### config.mk
export PLATFORM = sky130hd
export DESIGN_NAME = bus_timeout_mon
export DESIGN_NICKNAME = d
export VERILOG_FILES = /design/src/rtl/bto_pkg.sv /design/src/rtl/bto_counter.sv /design/src/rtl/bto_capture.sv /design/src/rtl/bus_timeout_mon.sv
export SDC_FILE = /design/constraint.sdc
export NUM_CORES = 1
export LEC_CHECK = 0
export ABC_AREA = 0
export BUFFER_PORTS_ARGS = -buffer_cell sky130_fd_sc_hd__buf_2
export CAP_MARGIN = 40
export CORE_ASPECT_RATIO = 1.1
export CORE_MARGIN = 3
export CORE_UTILIZATION = 57
export DETAILED_ROUTE_END_ITERATION = 10
export HOLD_SLACK_MARGIN = 0.03
export PLACE_DENSITY_LB_ADDON = 0.25
export SETUP_SLACK_MARGIN = 0.5
export SKIP_CTS_REPAIR_TIMING = 1
export SLEW_MARGIN = 10
export SYNTH_ARGS = -nofsm -noshare
export SYNTH_HDL_FRONTEND = slang
export SYNTH_SLANG_ARGS = --single-unit
### constraint.sdc
create_clock -name clk -period 6 [get_ports clk]
set_clock_uncertainty 0.2 [all_clocks]
set_input_delay 0 -clock clk [delete_from_list [all_inputs] [get_ports clk]]
set_output_delay 0 -clock clk [all_outputs]
set_load 0.1 [all_outputs]
### src/rtl/bto_pkg.sv
package bto_pkg;
   localparam int unsigned BTO_CNT_W_DEF  = 9;
   localparam int unsigned BTO_ADDR_W_DEF = 16;
   typedef enum logic { BTO_IDLE = 1'b0, BTO_WAIT = 1'b1 } bto_state_e;
endpackage

### src/rtl/bto_counter.sv
module bto_counter #(
   parameter int unsigned CNT_W = 9
) (
   input  logic             clk,
   input  logic             rst_n,
   input  logic             start,
   input  logic             stop,
   input  logic             lim_load,
   input  logic [CNT_W-1:0] lim_val,
   output logic             pending,
   output logic             expire
);
   import bto_pkg::*;
   localparam logic [CNT_W-1:0] LIM_RST = {CNT_W{1'b1}};

   bto_state_e       state;
   logic [CNT_W-1:0] cnt;
   logic [CNT_W-1:0] limit;

   assign pending = (state == BTO_WAIT);
   assign expire  = pending && !stop && (cnt >= limit);

   always_ff @(posedge clk or negedge rst_n) begin
      if (!rst_n) begin
         limit <= LIM_RST;
      end else if (lim_load) begin
         limit <= lim_val;
      end
   end

   always_ff @(posedge clk or negedge rst_n) begin
      if (!rst_n) begin
         state <= BTO_IDLE;
         cnt   <= '0;
      end else if (start) begin
         state <= BTO_WAIT;
         cnt   <= '0;
      end else if (pending && (stop || expire)) begin
         state <= BTO_IDLE;
      end else if (pending) begin
         cnt <= cnt + 1'b1;
      end
   end

   // a target acknowledge without a new request closes the request
   a_r8_stop_ends: assert property (@(posedge clk) disable iff (!rst_n)
      (pending && stop && !start) |=> !pending);
   // a request never stays pending once the count passes the limit
   a_r3_bounded: assert property (@(posedge clk) disable iff (!rst_n)
      (pending && !start && (cnt >= limit)) |=> !pending);
endmodule

### src/rtl/bto_capture.sv
module bto_capture #(
   parameter int unsigned ADDR_W   = 16,
   parameter int unsigned WORD_LSB = 1
) (
   input  logic                       clk,
   input  logic                       rst_n,
   input  logic                       start,
   input  logic [ADDR_W-1:0]          addr,
   input  logic                       expire,
   output logic [ADDR_W-WORD_LSB-1:0] last_word
);
   localparam int unsigned WW = ADDR_W - WORD_LSB;

   logic [WW-1:0] cur_word;
   logic [WW-1:0] word_in;

   generate
      if (WORD_LSB == 0) begin : g_byte
         assign word_in = addr;
      end else begin : g_word
         assign word_in = addr[ADDR_W-1:WORD_LSB];
      end
   endgenerate

   always_ff @(posedge clk or negedge rst_n) begin
      if (!rst_n) begin
         cur_word  <= '0;
         last_word <= '0;
      end else begin
         if (expire) last_word <= cur_word;
         if (start)  cur_word  <= word_in;
      end
   end

   // an expiry loads the stored request address into the readback
   a_r6_capture: assert property (@(posedge clk) disable iff (!rst_n)
      expire |=> (last_word == $past(cur_word)));
   // no expiry means the readback holds
   a_r9_hold: assert property (@(posedge clk) disable iff (!rst_n)
      !expire |=> $stable(last_word));
endmodule

### src/rtl/bus_timeout_mon.sv
module bus_timeout_mon #(
   parameter int unsigned CNT_W    = bto_pkg::BTO_CNT_W_DEF,
   parameter int unsigned ADDR_W   = bto_pkg::BTO_ADDR_W_DEF,
   parameter int unsigned WORD_LSB = 1,
   parameter int unsigned N_TGT    = 4
) (
   input  logic                       clk,
   input  logic                       rst_n,
   input  logic                       req_start,
   input  logic [ADDR_W-1:0]          req_addr,
   input  logic [N_TGT-1:0]           tgt_ack,
   input  logic                       cfg_load,
   input  logic [CNT_W-1:0]           cfg_count,
   input  logic                       cfg_ack_en,
   output logic                       ack_out,
   output logic                       gen_ack,
   output logic                       tmo_pulse,
   output logic [ADDR_W-WORD_LSB-1:0] last_addr
);
   generate
      if (CNT_W < 1 || CNT_W > 32) begin : g_bad_cnt
         $error("CNT_W out of range");
      end
      if (WORD_LSB >= ADDR_W) begin : g_bad_lsb
         $error("WORD_LSB must be below ADDR_W");
      end
      if (N_TGT < 1) begin : g_bad_tgt
         $error("N_TGT must be at least 1");
      end
   endgenerate

   logic any_ack;
   logic pending;
   logic expire;

   assign any_ack = |tgt_ack;

   bto_counter #(.CNT_W(CNT_W)) u_cnt (
      .clk      (clk),
      .rst_n    (rst_n),
      .start    (req_start),
      .stop     (any_ack),
      .lim_load (cfg_load),
      .lim_val  (cfg_count),
      .pending  (pending),
      .expire   (expire)
   );

   bto_capture #(.ADDR_W(ADDR_W), .WORD_LSB(WORD_LSB)) u_cap (
      .clk       (clk),
      .rst_n     (rst_n),
      .start     (req_start),
      .addr      (req_addr),
      .expire    (expire),
      .last_word (last_addr)
   );

   assign tmo_pulse = expire;
   assign gen_ack   = expire && cfg_ack_en;
   assign ack_out   = any_ack || gen_ack;

   // a generated acknowledge only ever closes a pending request
   a_r4_gen_pending: assert property (@(posedge clk) disable iff (!rst_n)
      gen_ack |-> pending);
   // a target acknowledge suppresses the timeout event
   a_r9_tgt_wins: assert property (@(posedge clk) disable iff (!rst_n)
      any_ack |-> !tmo_pulse);
   // the event lasts one cycle unless a new request is captured
   a_r6_one_cycle: assert property (@(posedge clk) disable iff (!rst_n)
      (tmo_pulse && !req_start) |=> !tmo_pulse);
   // with generation disabled no acknowledge is produced
   a_r5_no_gen: assert property (@(posedge clk) disable iff (!rst_n)
      !cfg_ack_en |-> !gen_ack);
endmodule

Yosys cells after proc, flatten, opt, wreduce, memory -nomap -nowiden
Cells that the tools add are included.
{ "classes": {"n_addsub": 1, "muxes": 5, "reduce_logical": 11, "shifts": 0, "bitwise_logic": 0, "n_mul": 0, "n_div": 0, "eq_ne": 1, "magnitude_cmp": 1} }
{ "op_table": {"columns": ["cell", "count"], "rows": [
  ["two-way mux 9 bit", 3],
  ["adder 9 x 1 -> 9 bit (second input constant)", 1],
  ["greater-or-equal comparator 9 bit", 1],
  ["logical AND 1 bit", 4],
  ["nonzero test 2 bit", 2],
  ["OR reduction 4 bit", 1],
  ["logical OR 1 bit", 2],
  ["two-way mux 1 bit", 2],
  ["!= test 2 bit (second input constant)", 1],
  ["AND reduction 2 bit", 1],
  ["zero test 1 bit", 1]
]} }
{ "word_totals": {"latchBits": 0, "output_inout_bits": 18, "input_bits": 34, "memories": 0, "mem_bits_rw": 0, "romBits": 0, "reg_bits": 49} }

Depth between registers and ports, before layout
Gate-level depths: netlist (run 1).
{ "depth": {"ltp_word": 8, "mapped_depth": 8, "depth_no_buf": 7} }

By module
A second synthesis (run 1) with hierarchy kept.
{ "unflattened": {"cells_unflattened": 182, "area_unflattened_um2": 2321.0} }
{ "by_module_without_submodules": {"columns": ["mod", "area_per_inst_um2", "cells_per_inst", "instances"], "rows": [
  ["bto_capture", 1226.2, 64, 1],
  ["bto_counter", 1071.0, 115, 1],
  ["bus_timeout_mon", 23.8, 3, 1]
]} }

Least setup slack after synthesis (run 1)
No wires, ideal clock.
{ "synth_path": {"path_type": "flip-flop to output port", "start": "register u_cnt.limit[8]", "end": "output port ack_out", "arrival_ns": 3.742, "required_ns": 5.800, "n_path_buf": 1, "path_stages_with_launch": 9, "setup_slack_ns": 2.058, "path_cell_list": "dfstp_2 > inv_1 > ha_1 > nand4_1 > nor2_1 > a21o_1 > clkbuf_1 > o21ai_0 > o21ai_0"} }
{ "synth_between": {"elab_chain_len": 4} }
{ "synth_rtl": {"columns": ["item", "line", "source"], "rows": [
  ["from (decl)", "bto_counter.sv:18", "logic [CNT_W-1:0] limit;"],
  ["from (signal assigned)", "bto_counter.sv:27", "limit <= lim_val;"],
  ["greater-or-equal comparator 9 bit", "bto_counter.sv:21", "assign expire = pending && !stop && (cnt >= limit);"],
  ["logical AND 1 bit", "bto_counter.sv:21", null],
  ["logical AND 1 bit", "bus_timeout_mon.sv:59", "assign gen_ack = expire && cfg_ack_en;"],
  ["logical OR 1 bit", "bus_timeout_mon.sv:60", "assign ack_out = any_ack || gen_ack;"],
  ["to (decl)", "bus_timeout_mon.sv:15", "output logic ack_out,"]
]} }
Every way passes these cells.

Worst setup path after layout (run 1)
{ "layout_path": {"start": "register u_cnt.limit[6]", "end": "output port tmo_pulse"} }
{ "layout_between": {"elab_chain_len": 2} }
{ "layout_rtl": {"columns": ["item", "line", "source"], "rows": [
  ["greater-or-equal comparator 9 bit", "bto_counter.sv:21", null],
  ["logical AND 1 bit", "bto_counter.sv:21", null],
  ["to (decl)", "bus_timeout_mon.sv:17", "output logic tmo_pulse,"]
]} }
Every way passes these cells.

==> results of run 1 <==
[metal layers]
metal	vias up	wire length (µm)	track usage, %
li1	839	-	-
met1	835	1930	23.5
met2	36	2710	34.3
met3	6	185	4.70
met4	0	51	5.30
met5	-	0	0
[cells in the mapped netlist, drive strengths merged]
library cell,instances,area (µm²)
a21o,2,15.0
a21oi,13,68.8
and2,1,6.26
and3,1,6.26
buf,2,16.3
clkbuf,6,22.5
dfrtp,40,1000
dfstp,9,236
ha,10,125
inv,11,41.3
mux2,33,372
nand2,16,60.1
nand3,4,20.0
nand4,2,12.5
nand4b,1,8.76
nor2,7,26.3
nor2b,3,18.8
nor4,2,18.8
o21ai,14,70.1
o31ai,4,30.0
o41ai,1,8.76
or2,1,6.26
or4,4,30.0
[cell type report]
class / count / area (µm²) / share of cell area [%]
sequential: 49 / 1240 / 40.7
multi-input combinational: 119 / 903 / 29.7
timing repair buffer: 94 / 689 / 22.7
clock buffer: 6 / 72.6 / 2.39
tap: 50 / 62.6 / 2.06
inverter: 11 / 41.3 / 1.36
clock inverter: 2 / 33.8 / 1.11
[critical path, cell delays in order (launching register included)]
cell	delay (ns)
dfstp_2	0.53
inv_1	0.05
ha_1	0.29
a21oi_1	0.06
o21ai_0	0.41
inv_1	0.13
a21oi_2	0.22
buf_6	0.21
buf_2	0.45
[layout by cell type (no fill, tap or decap), types with 2 or more instances in the layout]
cell | Yosys | final
nor2_1 | 7 | 7
nand3_1 | 4 | 4
a21oi_1 | 12 | 12
dfrtp_1 | 40 | 40
o31ai_1 | 4 | 4
nand2_1 | 16 | 16
nand4_1 | 2 | 2
dfstp_2 | 9 | 9
dlygate4sd3_1 | 0 | 42
a21o_1 | 2 | 2
or4_1 | 4 | 4
clkbuf_8 | 0 | 5
o21ai_0 | 14 | 14
inv_1 | 11 | 11
mux2_2 | 33 | 33
ha_1 | 10 | 10
nor2b_1 | 3 | 3
buf_2 | 1 | 50
[through the flow]
step / power (mW) / cell area [µm²] / setup slack [ns] / hold slack (ns)
after floorplan: 0.410 / 2220 / 2.06 / -0.496
after global placement: 0.434 / 2500 / 3.13 / -0.0681
after detailed placement: 0.437 / 2510 / 3.37 / -0.0701
after CTS: 0.661 / 2620 / 3.15 / -0.383
after global routing: 0.712 / 3040 / 2.99 / 0.0491
final: 0.683 / 3040 / 3.16 / 0.0296
[final timing paths]
kind / slack, ns / depth (start not counted) / endpoint
worst min register to register: 0.31 / 1 / u_cap.last_word[0]$_DFFE_PN0P_
min in group asynchronous: 0.14 / 3 / u_cnt.cnt[4]$_DFFE_PN0P_
worst min-delay path: 0.03 / 2 / u_cnt.cnt[6]$_DFFE_PN0P_
worst max register to register: 3.34 / 7 / u_cnt.cnt[7]$_DFFE_PN0P_
max in group asynchronous: 5.06 / 3 / u_cnt.cnt[2]$_DFFE_PN0P_
worst max-delay path: 3.16 / 8 / tmo_pulse
[sequential cells by signal, summed over array words and instances, names as in the netlist]
register         count
u_cap.cur_word      15
u_cap.last_word     15
u_cnt.cnt            9
u_cnt.limit          9
u_cnt.pending        1
[kinds of logic after synthesis]
logic type                 share of synthesized area [%]
buffers and inverters                               3.61
muxes                                               16.7
AOI/OAI and AO/OA                                   8.68
DFF                                                 55.7
and+or+nand+nor                                     9.63
adders and majority gates                           5.63
[where the power goes]
part           leakage, nW  internal, mW  total, mW  switching (mW)
logic                0.795        0.0474     0.0966          0.0492
clock network       0.0528         0.123      0.226           0.103
registers            0.616         0.352      0.360         0.00825
total                 1.46         0.523      0.683           0.160
==> key figures, run 1 <==
Logic synthesis
  – Mapped Nets: approximately 230
  – YS warnings: 0
  – Synth cell types: 26
  – Post-synthesis cell count: about 190
  – Synthesized area: ~2200 µm²
  – Flops & latches, synth: 49
  – Syn Area/Cell: roughly 12 µm²
  – Seq/Total Area, Yosys: 55.7%

Floorplan
  – Initial Util: approximately three fifths
  – Core area: roughly 3700 µm²
  – Die Wd: approximately 66 µm
  – Die H: a little over 70 µm
  – Row count: 23
  – Ports: 52
  – Die Area: roughly 4700 µm²

Global routing
  – First-pass GRT wire length: around 7.0 mm
  – Global route total overflow: 0
  – Total GRT Usage: 19.4%
  – Initial antenna violation count: 0
  – Pin count of the biggest net entering global routing: 50
  – Vias in the first global route: between 1.5k and 2k

Clocking
  – CTS Root Cell: clkbuf_8
  – Clock buffer count from CTS: 5
  – Clock slew at reported path FFs: roughly 0.090 ns
  – CTS Buffer Depth: 2
  – H-Tree Level Count: 2
  – CTS tree: yes
  – Sink Count: 49
  – Clock Latency Late Sink: 0.29 ns

Layout
  – Share of layout cells above drive strength 1: 36.3%
  – Area growth syn-to-layout: 36.9%
  – Util after Layout: approximately 83%
  – Final nets: between 300 and 400
  – Ant. Diodes: 0
  – Fillers: between 200 and 250
  – Final Non-Filler Cells: 331

Routing
  – Vias per inst: 5.18
  – DR iter-0 viols: just over 70
  – First-pass detailed-route iteration total: 4
  – DRT Wirelength: 4.88 mm
  – DR WL/cell: 14.7 µm
  – Antenna viol nets, final: 0
  – Final routed DRC violation total: 0
  – Vias: ~1.7k

Timing
  – RSZ-0062 raised after global routing: false
  – Post-Route Setup TNS: 0 ns
  – Final slew viol count: 0
  – Relative slew slack: roughly three fifths
  – Tmin final: about 2.8 ns
  – Fin crit share: between 40% and 50%
  – Highest Clock Rate: about 350 MHz
  – Final hold viol count: 0
  – Endpoints failing setup: 0
  – Least-Margin Pin Slew: 0.592 ns

Placement
  – RD Place Congestion: between 0.8 and 0.9
  – Port Buffer Count: 50
  – DPL Wire Length: just under 3 mm
  – Placed cell count: 281

Min path
  – Min-delay src: req_start
  – Hold crit path type: input port to flop

Setup path
  – Worst-path fanout max: 15
  – Crit Path Class: flop to primary output
  – R2r startpoint: u_cnt.limit[8]$_DFFE_PN1P_
  – CP Data Required Time: roughly 5.8 ns
  – Crit path DAT: approximately 2.6 ns
  – Worst setup EP type: primary output
  – CP Launch Type: flop
  – Worst Setup SP: u_cnt.limit[6]$_DFFE_PN1P_

Status
  – Outcome: finished clean

Pwr
  – Static Leak: roughly 1.5 nW
  – Worst VDD drop: between 0.2 and 0.25 mV
  – Power Density: 225 nW/µm²

Run
  – Max cap viols: 0
(Power assumes the default switching activity.)
==> inputs of run 2 (changes only) <==
--- a/config.mk
+++ b/config.mk
@@ -10,7 +10,7 @@
 export CAP_MARGIN = 40
 export CORE_ASPECT_RATIO = 1.1
 export CORE_MARGIN = 3
-export CORE_UTILIZATION = 57
+export CORE_UTILIZATION = 48
 export DETAILED_ROUTE_END_ITERATION = 10
 export HOLD_SLACK_MARGIN = 0.03
 export PLACE_DENSITY_LB_ADDON = 0.25
==> constraint.sdc (replaced) <==
create_clock -name clk -period 2.35 [get_ports clk]
set_clock_uncertainty 0.2 [all_clocks]
set_input_delay 0 -clock clk [delete_from_list [all_inputs] [get_ports clk]]
set_output_delay 0 -clock clk [all_outputs]
set_load 0.1 [all_outputs]
==> run 2 against run 1 <==
Net effect:
- the run now ends with setup timing left
- critical path depth grew 1
- power increased by 150%
- utilization fell by 2.8 points
- hold slack gained 0.041 ns
- sequential power grew to 2.6 times the previous value
- sequential share of layout area fell by 5.3 points
- global-route usage down 2.0 points
- non-clock buffer count increased by 16
- critical endpoint is now u_cnt.cnt[6]$_DFFE_PN0P_
==> key figures, run 2 (synthesis results as in run 1) <==
Clocking
  – H-Tree Level Count: 2
  – Clock Latency Late Sink: about 0.3 ns
  – Sink Count: 49
  – CTS Root Cell: clkbuf_8
  – CTS tree: yes
  – Clock buffer count from CTS: 5
  – Clock slew at reported path FFs: 0.09 ns
  – CTS Buffer Depth: 2

Routing
  – Final routed DRC violation total: 0
  – First-pass detailed-route iteration total: 4
  – DR WL/cell: roughly 17 µm
  – DR iter-0 viols: between 100 and 150
  – Antenna viol nets, final: 0
  – Vias: 1842
  – DRT Wirelength: just under 6 mm
  – Vias per inst: about 5.2

Setup path
  – CP max stage delay: roughly 0.54 ns
  – Crit path cell chain: inv_2 -> ha_4 -> a21oi_1 -> o21ai_1 -> a21o_4 -> buf_4 -> buf_6 -> or4_4 -> a21oi_2
  – Crit-path leading delay family: compound AO/OA/AOI/OAI gates
  – CP Data Required Time: 2.38 ns
  – Critical-path top delay cell: dfstp_2
  – Worst setup EP type: flop
  – CP Launch Type: flop
  – R2R setup slack: -0.09 ns
  – Worst-path fanout max: 6
  – Crit Path Class: flop to flop
  – Worst Path Buf+Inv: 3
  – Crit path DAT: about 2.5 ns

Layout
  – Ant. Diodes: 0
  – Area growth syn-to-layout: 57.3%
  – Biggest regs: u_cap.cur_word (15), u_cap.last_word (15)
  – Most common cell after layout, fill and taps aside: buf_2
  – Share of layout cells above drive strength 1: approximately 53%
  – Most frequent cells in the layout: buf_2, dfrtp_1, dlygate4sd3_1
  – Post-route cell area: ~3500 µm²
  – Util after Layout: roughly four fifths
  – Final nets: 340

Global routing
  – Pin count of the biggest net entering global routing: 31
  – First-pass GRT wire length: approximately 7.6 mm
  – Vias in the first global route: 1667
  – Total GRT Usage: approximately 17%
  – Initial antenna violation count: 0
  – Global route total overflow: 0

Timing
  – Final slew viol count: 0
  – Fin crit share: 104%
  – Highest Clock Rate: approximately 410 MHz
  – PnR worst setup slack: -0.0866 ns
  – Final hold viol count: 0
  – Endpoints failing setup: 19
  – Tmin final: roughly 2.4 ns
  – RSZ-0062 raised after global routing: true
  – Least-Margin Pin Slew: 0.673 ns
  – Relative slew slack: approximately 55%

Status
  – Outcome: complete, but fails checks
  – Failing checks: setup timing

Pwr
  – Overall power: around 1.7 mW
  – Power Density: about 480 nW/µm²
  – Worst VDD drop: approximately 0.45 mV
  – Static Leak: around 1.6 nW

Run
  – Max cap viols: 0

Placement
  – Port Buffer Count: 50
  – Place WS: 0.0163 ns
  – Placed cell areas: 2790 µm²
  – RD Place Congestion: around 0.8
  – DPL Wire Length: between 3 and 4 mm

Floorplan
  – Core area: approximately 4400 µm²
  – Row count: 25
  – Die Area: 5480 µm²
  – Initial Util: 50.7%
  – Die Wd: 70.9 µm
  – Die H: a little under 80 µm
  – Ports: 52

Min path
  – Hold crit path type: input port to async pin
run 2: path summary, 6_finish.rpt:
check | startpoint | to | depth (start not counted)
setup / recovery | u_cnt.limit[2]$_DFFE_PN1P_ | u_cnt.cnt[6]$_DFFE_PN0P_ | 9
hold / removal | rst_n | u_cap.last_word[7]$_DFFE_PN0P_ | 2
setup reg to reg | u_cnt.limit[2]$_DFFE_PN1P_ | u_cnt.cnt[6]$_DFFE_PN0P_ | 9
hold reg to reg | u_cap.cur_word[7]$_DFFE_PN0P_ | u_cap.last_word[7]$_DFFE_PN0P_ | 1
max in group asynchronous | rst_n | u_cnt.limit[6]$_DFFE_PN1P_ | 3
min in group clk | tgt_ack[2] | u_cnt.cnt[4]$_DFFE_PN0P_ | 6
run 2: stage by stage:
step	instances	hold WS (ns)	setup TNS (ns)
finish	351	0.0708	-0.551
global route	351	0.125	-2.88
CTS	301	-0.460	-0.617
detailed placement	293	-0.131	0
global placement	293	-0.141	0
floorplan	187	-0.496	0
run 2: report_power, final:
group | internal [mW] | switching (mW)
Clock | 0.211 | 0.282
Combinational | 0.133 | 0.141
Sequential | 0.899 | 0.0237
run 2: layer usage:
layer | global-route usage [%] | wire length, µm
met1 | 20.6 | 2340
met2 | 30.2 | 3210
met4 | 4.51 | 53
met5 | 0 | 0
met3 | 5.70 | 195
run 2: worst reg2reg max path, cell delays in order (launching register included):
cell and delay (ns):
dfstp_2 0.54, inv_2 0.05, ha_4 0.21, a21oi_1 0.14, o21ai_1 0.12, a21o_4 0.25, buf_4 0.14, buf_6 0.11
or4_4 0.47, a21oi_2 0.14
run 2: cell type report:
class	instances	area, µm²
Clock buffer	7	76.3
Clock inverter	1	7.51
Fill cell	267	886
Inverter	11	41.3
Multi-Input combinational cell	119	1180
Sequential cell	49	1240
Tap cell	54	67.6
Timing Repair Buffer	110	887
==> inputs of run 3 (changes only) <==
--- a/config.mk
+++ b/config.mk
@@ -20,3 +20,4 @@
 export SYNTH_ARGS = -nofsm -noshare
 export SYNTH_HDL_FRONTEND = slang
 export SYNTH_SLANG_ARGS = --single-unit
+export TNS_END_PERCENT = 10
==> run 3 against run 2 <==
Net effect:
- the run still ends with setup timing left
- first-iteration DRC count decreased by 23%
- die area unchanged
- largest power group unchanged
- sequential share of layout area increased by 1.7 points
- cell count decreased by 2.8%
- critical path depth unchanged
- power increased by 6.9%
- utilization decreased by 3.7 points
- register-to-register slack improved by 0.02 ns
==> key figures, run 3 (synthesis results as in run 1) <==
Status
  – Outcome: complete, but fails checks
  – Failing checks: setup timing

Layout
  – Biggest regs: u_cap.cur_word (15), u_cap.last_word (15)
  – Post-route cell area: roughly 3300 µm²
  – Final nets: 330
  – Share of layout cells above drive strength 1: ~50%
  – Most common cell after layout, fill and taps aside: buf_2
  – Fillers: ~270
  – Ant. Diodes: 0
  – Most frequent cells in the layout: buf_2, dfrtp_1, dlygate4sd3_1
  – Area growth syn-to-layout: 49.9%

Floorplan
  – Die H: around 77 µm
  – Die Wd: 70.9 µm
  – Initial Util: between 50 and 60%
  – Ports: 52
  – Core area: 4380 µm²
  – Die Area: approximately 5500 µm²
  – Row count: 25

Routing
  – Vias: approximately 1.8k
  – DRT Wirelength: 5.25 mm
  – Antenna viol nets, final: 0
  – DR WL/cell: between 15 and 20 µm
  – Final routed DRC violation total: 0
  – Vias per inst: 5.24
  – DR iter-0 viols: just over 80
  – First-pass detailed-route iteration total: 4

Pwr
  – Sequential Power Share: 51.0%
  – Static Leak: 1.53 nW
  – Power Density: between 500 and 600 nW/µm²
  – Sw Ratio: between 20 and 30%
  – Clk pwr share: roughly a third
  – Overall power: roughly 1.8 mW
  – Logic pwr share: 14.5%
  – Cell Int Power: 1.35 mW
  – Psw: around 0.46 mW
  – Worst VDD drop: roughly 0.47 mV

Timing
  – Final slew viol count: 0
  – Tmin final: approximately 2.4 ns
  – Least-Margin Pin Slew: roughly 0.63 ns
  – Highest Clock Rate: between 400 and 500 MHz
  – Final hold viol count: 0
  – Endpoints failing setup: 6
  – PnR worst setup slack: -0.0858 ns
  – RSZ-0062 raised after global routing: true
  – Fin crit share: 104%
  – Relative slew slack: 57.9%

Setup path
  – Worst setup EP type: primary output
  – Crit path DAT: roughly 2.2 ns
  – CP Launch Type: flop
  – Crit Path Class: flop to primary output
  – CP Data Required Time: about 2.2 ns
  – Worst-path fanout max: 6

Global routing
  – First-pass GRT wire length: 7.35 mm
  – Global route total overflow: 0
  – Vias in the first global route: between 1.5k and 2k
  – Initial antenna violation count: 0
  – Total GRT Usage: 16.7%
  – Pin count of the biggest net entering global routing: 30

Min path
  – Hold crit path type: input port to async pin

Clocking
  – Sink Count: 49
  – CTS tree: yes
  – CTS Root Cell: clkbuf_8
  – Clock buffer count from CTS: 5
  – CTS Buffer Depth: 2
  – Clock Latency Late Sink: 0.30 ns
  – Clock slew at reported path FFs: 0.10 ns
  – H-Tree Level Count: 2

Run
  – Max cap viols: 0

Placement
  – DPL Wire Length: ~3.2 mm
  – RD Place Congestion: between 0.7 and 0.8
  – Port Buffer Count: 50
  – Placed cell areas: around 2800 µm²
run 3: changes by cell type in the layout (fill, tap and decap cells not counted), moves of 2 or more:
cell / previous run / this run
o31ai_1: 1 / 4
clkbuf_1: 2 / 0
inv_6: 0 / 2
o21ai_1: 2 / 0
mux2_2: 19 / 24
o31ai_2: 2 / 0
buf_4: 16 / 12
buf_6: 5 / 1
mux2_4: 14 / 9
run 3: power by group through the flow:
stage	clock network [mW]	logic (mW)	registers [mW]
2_1_floorplan	0	0.0955	0.966
4_1_cts	0.635	0.201	0.921
3_3_place_gp	0	0.194	0.934
3_5_place_dp	0	0.200	0.937
5_1_grt	0.672	0.284	0.928
6_report	0.623	0.263	0.921
run 3: final cells by class:
class | instances | area (µm²) | share of cell area [%]
Sequential cell | 49 | 1240 | 37.2
Multi-Input combinational cell | 119 | 1090 | 32.7
Timing Repair Buffer | 100 | 777 | 23.3
Clock buffer | 5 | 68.8 | 2.07
Tap cell | 54 | 67.6 | 2.03
Clock inverter | 3 | 47.5 | 1.43
Inverter | 11 | 41.3 | 1.24
run 3: layer usage:
metal  up-vias  track usage [%]  routed length, µm
li1        855                -                  -
met1       880             20.3               2070
met2        47             29.3               2900
met3         6             3.50                199
met4         0             5.08                 80
met5         -                0                  0
run 3: worst paths after layout:
path                                       startpoint                              to  slack, ns  cells past startpoint
max                        u_cnt.limit[1]$_DFFE_PN1P_                         ack_out      -0.09                      9
min                                             rst_n  u_cap.last_word[5]$_DFFE_PN0P_       0.04                      2
max reg2reg                u_cnt.limit[1]$_DFFE_PN1P_        u_cnt.cnt[4]$_DFFE_PN0P_      -0.07                      8
min reg2reg                u_cnt.limit[5]$_DFFE_PN1P_      u_cnt.limit[5]$_DFFE_PN1P_       0.30                      2
max in group asynchronous                       rst_n      u_cnt.limit[4]$_DFFE_PN1P_       1.22                      3
min in group clk                           tgt_ack[2]        u_cnt.cnt[3]$_DFFE_PN0P_       0.09                      6
run 3: worst max-delay path, stage by stage (launching register included):
cell and delay, ns:
dfstp_2 0.54, inv_1 0.05, ha_1 0.28, nand2_1 0.12
o21ai_2 0.09, a21o_2 0.26, buf_6 0.13, o21ai_4 0.20
o21ai_4 0.08, buf_12 0.18
run 3: through the flow:
stage               cells  TNS (ns)  setup slack (ns)  utilization (%)  hold slack, ns
global placement      293         0            0.0440             63.1          -0.156
detailed placement    293  -0.00715          -0.00715             63.1          -0.151
floorplan             187         0            0.0326                -          -0.496
finish                341    -0.348           -0.0858             76.0          0.0430
CTS                   301    -0.454            -0.239             65.8          -0.483
global route          341    -0.602            -0.132             76.0           0.104
